## config.mk

```make
export PLATFORM = sky130hd
export DESIGN_NAME = muldiv_hilo
export DESIGN_NICKNAME = d
export VERILOG_FILES = /design/src/rtl/muldiv_pkg.sv /design/src/rtl/muldiv_step.sv /design/src/rtl/muldiv_fixup.sv /design/src/rtl/muldiv_hilo.sv
export SDC_FILE = /design/constraint.sdc
export NUM_CORES = 1
export LEC_CHECK = 0
export BUFFER_PORTS_ARGS = -buffer_cell sky130_fd_sc_hd__buf_4
export CAP_MARGIN = 20
export CORE_MARGIN = 8
export CORE_UTILIZATION = 55
export DETAILED_ROUTE_END_ITERATION = 6
export GPL_TIMING_DRIVEN = 0
export PLACE_DENSITY = 0.85
export SLEW_MARGIN = 30
export SYNTH_ARGS = -nofsm -noshare
export SYNTH_HDL_FRONTEND = slang
export SYNTH_SLANG_ARGS = --single-unit
```

## constraint.sdc

```tcl
create_clock -name clk -period 6.2 [get_ports clk]
set_input_delay 0.93 -clock clk [delete_from_list [all_inputs] [get_ports clk]]
set_output_delay 0.93 -clock clk [all_outputs]
set_load 0.02 [all_outputs]
```

## src/rtl/muldiv_pkg.sv

```systemverilog
package muldiv_pkg;
    typedef enum logic [1:0] {
        OP_MULS = 2'b00,
        OP_MULU = 2'b01,
        OP_DIVS = 2'b10,
        OP_DIVU = 2'b11
    } md_op_e;

    typedef enum logic [1:0] {
        ST_IDLE  = 2'b00,
        ST_SETUP = 2'b01,
        ST_RUN   = 2'b10
    } md_state_e;
endpackage

```

## src/rtl/muldiv_step.sv

```systemverilog
module muldiv_step #(
    parameter int WIDTH = 32
) (
    input  logic               is_div,
    input  logic [2*WIDTH-1:0] acc_i,
    input  logic [WIDTH-1:0]   m_i,
    output logic [2*WIDTH-1:0] acc_o
);
    logic [WIDTH:0] sum;
    logic [WIDTH:0] shifted;
    logic [WIDTH:0] diff;
    logic           ge;

    always_comb begin
        sum     = {1'b0, acc_i[2*WIDTH-1:WIDTH]} + (acc_i[0] ? {1'b0, m_i} : '0);
        shifted = {acc_i[2*WIDTH-1:WIDTH], acc_i[WIDTH-1]};
        diff    = shifted - {1'b0, m_i};
        ge      = ~diff[WIDTH];
        if (is_div) begin
            acc_o = {(ge ? diff[WIDTH-1:0] : shifted[WIDTH-1:0]), acc_i[WIDTH-2:0], ge};
        end else begin
            acc_o = {sum, acc_i[WIDTH-1:1]};
        end
    end
endmodule

```

## src/rtl/muldiv_fixup.sv

```systemverilog
module muldiv_fixup
    import muldiv_pkg::*;
#(
    parameter int WIDTH = 32
) (
    input  md_op_e             op,
    input  logic [WIDTH-1:0]   a_raw,
    input  logic [WIDTH-1:0]   b_raw,
    input  logic [2*WIDTH-1:0] acc,
    output logic [WIDTH-1:0]   hi,
    output logic [WIDTH-1:0]   lo
);
    logic              sgn, a_neg, b_neg;
    logic [2*WIDTH-1:0] prod;

    always_comb begin
        sgn   = (op == OP_MULS) || (op == OP_DIVS);
        a_neg = sgn & a_raw[WIDTH-1];
        b_neg = sgn & b_raw[WIDTH-1];
        prod  = (a_neg ^ b_neg) ? (~acc + 1'b1) : acc;
        if (op == OP_MULS || op == OP_MULU) begin
            hi = prod[2*WIDTH-1:WIDTH];
            lo = prod[WIDTH-1:0];
        end else if (b_raw == '0) begin
            hi = a_raw;
            lo = '1;
        end else begin
            hi = a_neg ? (~acc[2*WIDTH-1:WIDTH] + 1'b1) : acc[2*WIDTH-1:WIDTH];
            lo = (a_neg ^ b_neg) ? (~acc[WIDTH-1:0] + 1'b1) : acc[WIDTH-1:0];
        end
    end
endmodule

```

## src/rtl/muldiv_hilo.sv

```systemverilog
module muldiv_hilo
    import muldiv_pkg::*;
#(
    parameter int WIDTH = 32
) (
    input  logic             clk,
    input  logic             rst_n,
    input  logic             start,
    input  logic [1:0]       op,
    input  logic [WIDTH-1:0] opa,
    input  logic [WIDTH-1:0] opb,
    output logic             busy,
    input  logic             mt_hi,
    input  logic             mt_lo,
    input  logic [WIDTH-1:0] mt_data,
    input  logic             rd_hi_en,
    input  logic             rd_lo_en,
    output logic             rd_stall,
    output logic [WIDTH-1:0] hi_rdata,
    output logic [WIDTH-1:0] lo_rdata
);
    localparam int CW = $clog2(WIDTH);
    localparam logic [CW-1:0] LAST = CW'(WIDTH - 1);

    typedef struct packed {
        md_state_e          st;
        logic [CW-1:0]      cnt;
        md_op_e             op;
        logic [WIDTH-1:0]   a;
        logic [WIDTH-1:0]   b;
        logic [WIDTH-1:0]   m;
        logic [2*WIDTH-1:0] acc;
        logic [WIDTH-1:0]   hi;
        logic [WIDTH-1:0]   lo;
    } md_reg_t;

    md_reg_t            r_d, r_q;
    logic [2*WIDTH-1:0] step_acc;
    logic [WIDTH-1:0]   fix_hi, fix_lo;
    logic               busy_q;

    muldiv_step #(.WIDTH(WIDTH)) u_step (
        .is_div (r_q.op[1]),
        .acc_i  (r_q.acc),
        .m_i    (r_q.m),
        .acc_o  (step_acc)
    );

    muldiv_fixup #(.WIDTH(WIDTH)) u_fixup (
        .op    (r_q.op),
        .a_raw (r_q.a),
        .b_raw (r_q.b),
        .acc   (step_acc),
        .hi    (fix_hi),
        .lo    (fix_lo)
    );

    always_comb begin
        logic             sgn;
        logic [WIDTH-1:0] mag_a, mag_b;
        r_d   = r_q;
        sgn   = ~r_q.op[0];
        mag_a = (sgn && r_q.a[WIDTH-1]) ? (~r_q.a + 1'b1) : r_q.a;
        mag_b = (sgn && r_q.b[WIDTH-1]) ? (~r_q.b + 1'b1) : r_q.b;
        unique case (r_q.st)
            ST_IDLE: begin
                if (mt_hi) r_d.hi = mt_data;
                if (mt_lo) r_d.lo = mt_data;
                if (start) begin
                    r_d.st = ST_SETUP;
                    r_d.op = md_op_e'(op);
                    r_d.a  = opa;
                    r_d.b  = opb;
                end
            end
            ST_SETUP: begin
                r_d.st  = ST_RUN;
                r_d.cnt = '0;
                if (r_q.op[1]) begin
                    r_d.m   = mag_b;
                    r_d.acc = {{WIDTH{1'b0}}, mag_a};
                end else begin
                    r_d.m   = mag_a;
                    r_d.acc = {{WIDTH{1'b0}}, mag_b};
                end
            end
            ST_RUN: begin
                r_d.acc = step_acc;
                r_d.cnt = r_q.cnt + 1'b1;
                if (r_q.cnt == LAST) begin
                    r_d.st = ST_IDLE;
                    r_d.hi = fix_hi;
                    r_d.lo = fix_lo;
                end
            end
            default: r_d.st = ST_IDLE;
        endcase
    end

    always_ff @(posedge clk) begin
        if (!rst_n) begin
            r_q <= '{st: ST_IDLE, op: OP_MULS, default: '0};
        end else begin
            r_q <= r_d;
        end
    end

    assign busy_q   = (r_q.st != ST_IDLE);
    assign busy     = busy_q;
    assign rd_stall = busy_q & (rd_hi_en | rd_lo_en);
    assign hi_rdata = r_q.hi;
    assign lo_rdata = r_q.lo;

    // Checker-side busy length counter
    logic [CW+1:0] bcnt_q;
    always_ff @(posedge clk) begin
        if (!rst_n)      bcnt_q <= '0;
        else if (busy_q) bcnt_q <= bcnt_q + 1'b1;
        else             bcnt_q <= '0;
    end


    start_accept_chk: assert property (@(posedge clk) disable iff (!rst_n)
        (start && !busy) |=> busy);


    busy_length_chk: assert property (@(posedge clk) disable iff (!rst_n)
        $fell(busy) |-> (bcnt_q == (CW+2)'(WIDTH + 1)));


    hold_while_busy_chk: assert property (@(posedge clk) disable iff (!rst_n)
        busy |=> (busy -> ($stable(hi_rdata) && $stable(lo_rdata))));


    move_hi_chk: assert property (@(posedge clk) disable iff (!rst_n)
        (!busy && mt_hi) |=> (hi_rdata == $past(mt_data)));


    move_lo_chk: assert property (@(posedge clk) disable iff (!rst_n)
        (!busy && mt_lo) |=> (lo_rdata == $past(mt_data)));
endmodule

```

==> results by group <==
Hold path
  – Worst min-delay path class: flop to flop

Clock tree
  – CTS sink count: 233
  – CTS clk-pin slew, worst paths: 0.06 ns
  – H-tree lvl count: 1
  – TritonCTS clock tree: built
  – Root buffer cell: clkbuf_16
  – CTS Buffer Depth: 3
  – CTS Hold Bufs: 0
  – Clk Latency, worst-skew pair: 0.57 ns
  – CTS Buf Count: 27

Worst setup path
  – Worst Setup Start Kind: flop
  – Most frequent cell on the critical path: buf_2
  – CP Cell Sequence: buf_2 > buf_4 > buf_6 > buf_2 > buf_6 > buf_2 > mux2i_2 > ha_1 > o21ai_0 > or4b_2 > nor4b_4 > nand3_2 > nor2_2 > nand2_1 > nor2_2 > and4b_2 > nor2_1 > xor2_1 > o22ai_1 > o22ai_1
  – CP arrival: 6.60 ns
  – Slowest cell delay on critical path: 0.72 ns
  – Buffers & Inverters on Critical Path: 6
  – Crit path required time: 6.61 ns
  – Kind of end point of the critical path: flop
  – Max FO, Critical Path: 28
  – Delay-heaviest family, CP: simple AND/OR/NAND/NOR gates
  – Slowest stage cell, crit path: or4b_2
  – Setup CP Type: flop to flop

Synth
  – Synth Area per Inst: 7.36 um^2
  – Ys flop type: dfxtp_1
  – Post-synth net total: 2894
  – Post-Synthesis Cells: 2713
  – Async S/R FF share, synth: 0%
  – Sequential area share after synthesis: 23.4%
  – Netlist Area Pre-Place: 20000 um^2
  – Register bit total from synthesis: 233
  – Post-synth EDFFs: 0
  – Ys Warns: 0
  – Synth unique cells: 105

Cells and area
  – Share of layout cells above drive strength 1: 14.5%
  – Post-route cell area: 22800 um^2
  – Commonest cells after routing, fill and taps aside: nand2_1, nor2_1, a21oi_1, buf_4, dfxtp_1
  – End-of-flow core utilization: 64.0%
  – Fin cells: 3398
  – Fill count: 3211
  – Post-layout net count: 3094
  – Synthesis-to-layout area growth: 14.3%
  – Leading cell type in the layout, fill and taps excluded: nand2_1

Pwr
  – Peak supply drop: 0.000235 V
  – Cell leakage power: 9.22 nW
  – Total Power: 6.56 mW
  – PD cells: 287 nW/um^2

Die
  – Core region area: 35700 um^2
  – Chip Width: 207 um
  – # IOs: 171
  – Rows: 69
  – Die height: 207 um
  – Die Area: 42600 um^2
  – Initial Utilization: 56.0%

STA
  – Final Skew: 0.0155 ns
  – Post-layout min period: 6.19 ns
  – Final Hold Viols: 0
  – Final count of pins violating max slew: 0
  – Fin Hold WS: 0.449 ns
  – Post-route setup slack: 0.0128 ns
  – Highest clock rate: 162 MHz
  – RSZ-0062 raised after global routing: no
  – Setup TNS: 0 ns
  – Tcrit/Tclk final: 99.8%
  – Endpoints failing setup: 0
  – Actual slew at the worst max-slew pin: 1.10 ns
  – Worst relative slew slack: 27.0%

Global route
  – First-pass GRT wire length: 139000 um
  – Vias in the first global route: 21800
  – Antenna violations before repair: 7
  – Largest net degree at the start of global routing: 29
  – Gr ovfl total: 0
  – Total GRT Usage: 43.8%

Detailed routing
  – Via count of the routed design: 23300
  – # DRC: 4
  – Antenna-violating nets left: 0
  – DR vias/cell: 6.87
  – Drt total wl: 96700 um
  – DR pass1 iterations: 7
  – WL/cell: 28.4 um
  – Initial DRC count: 3159

Placed design
  – Place WS: -2.28 ns
  – DP Area: 21800 um^2
  – Routability cong.: 1.16
  – Post-Place Cells: 3344
  – Hpwl dp: 77600 um
  – Port bufs: 170

Run status
  – Outcome: finished with violations
  – Failing checks: DRC

Flow run
  – Max-Cap Viols: 0
routing by layer:
metal / wire [um] / track usage, % / up-vias
li1: - / - / 10100
met1: 35300 / 52.3 / 10900
met2: 39600 / 64.9 / 1781
met3: 13300 / 15.8 / 518
met4: 8420 / 31.0 / 6
met5: 43 / 0 / -
logic make-up after synthesis:
group	count (synthesis)	synth area share (%)
fa+ha+maj	76	4.84
simple gates	1023	23.9
buf+inv	309	7.33
flops	233	23.4
mux	110	7.15
compound gates	784	25.6
xor+xnor	178	7.81
cells in the mapped netlist (31+ instances only):
cell	number	share of area (%)
ha_1	74	4.6
clkbuf_1	134	2.5
nor2_1	308	5.8
a31oi_1	32	1.0
o21ai_0	139	3.5
a21oi_1	283	7.1
and2_1	44	1.4
nor3_1	82	2.1
a211oi_1	32	1.2
o221ai_1	50	2.2
buf_4	67	2.5
inv_1	62	1.2
xnor2_1	100	4.4
nand2_1	361	6.8
xor2_1	78	3.4
nand3_1	40	1.0
dfxtp_1	233	23
or3_1	31	0.97
mux2i_1	68	3.4
timing repair:
| action | in CTS | in global routing |
|---|---|---|
| gates resized for setup | 19 | 11 |
| pin swaps | 2 | 3 |
| buffers inserted | 1 | 2 |
| endpoints found under the setup margin | 53 | 14 |
registers in the layout, summed over array words and instances (netlist names):
name	count
hi_rdata	32
lo_rdata	32
r_q	169
worst reg2reg max path: cells and delay by family (launching register included):
kind / cells / cell delay, ns
multiplexers: 1 / 0.43
flip-flops: 1 / 0.43
XOR/XNOR: 1 / 0.18
AO/OA/AOI/OAI: 3 / 0.46
AND/OR/NAND/NOR: 8 / 2.22
adder cells (fa/ha/maj): 1 / 0.23
buffers and inverters: 6 / 2.08
layout make-up:
cell class / count / area (um^2) / area share (%)
diodes: 5 / 12.5 / 0.0548
flip-flops and latches: 233 / 4670 / 20.5
multi-input cells: 2171 / 14000 / 61.2
clock buffers: 35 / 736 / 3.23
inverters: 64 / 240 / 1.05
plain buffers: 242 / 1230 / 5.39
repair buffers: 174 / 1300 / 5.72
clock inverters: 13 / 78.8 / 0.346
well taps: 461 / 577 / 2.53
report_power, final:
group,leakage [nW],switching [mW],total [mW],internal [mW]
registers,1.91,0.252,1.91,1.65
clock network,0.397,0.699,1.53,0.835
logic,6.92,2.04,3.12,1.07
total,9.22,3.00,6.56,3.56
worst paths after layout:
| kind | depth (start not counted) | slack, ns | to | startpoint |
|---|---|---|---|---|
| setup / recovery | 20 | 0.01 | hi_rdata[14]$_SDFFE_PN0P_ | r_q[225]$_SDFFE_PN0P_ |
| hold / removal | 2 | 0.45 | hi_rdata[21]$_SDFFE_PN0P_ | hi_rdata[21]$_SDFFE_PN0P_ |
| setup reg to reg | 20 | 0.01 | hi_rdata[14]$_SDFFE_PN0P_ | r_q[225]$_SDFFE_PN0P_ |
| hold reg to reg | 2 | 0.45 | hi_rdata[21]$_SDFFE_PN0P_ | hi_rdata[21]$_SDFFE_PN0P_ |
Power figures use the tool's default switching activity.
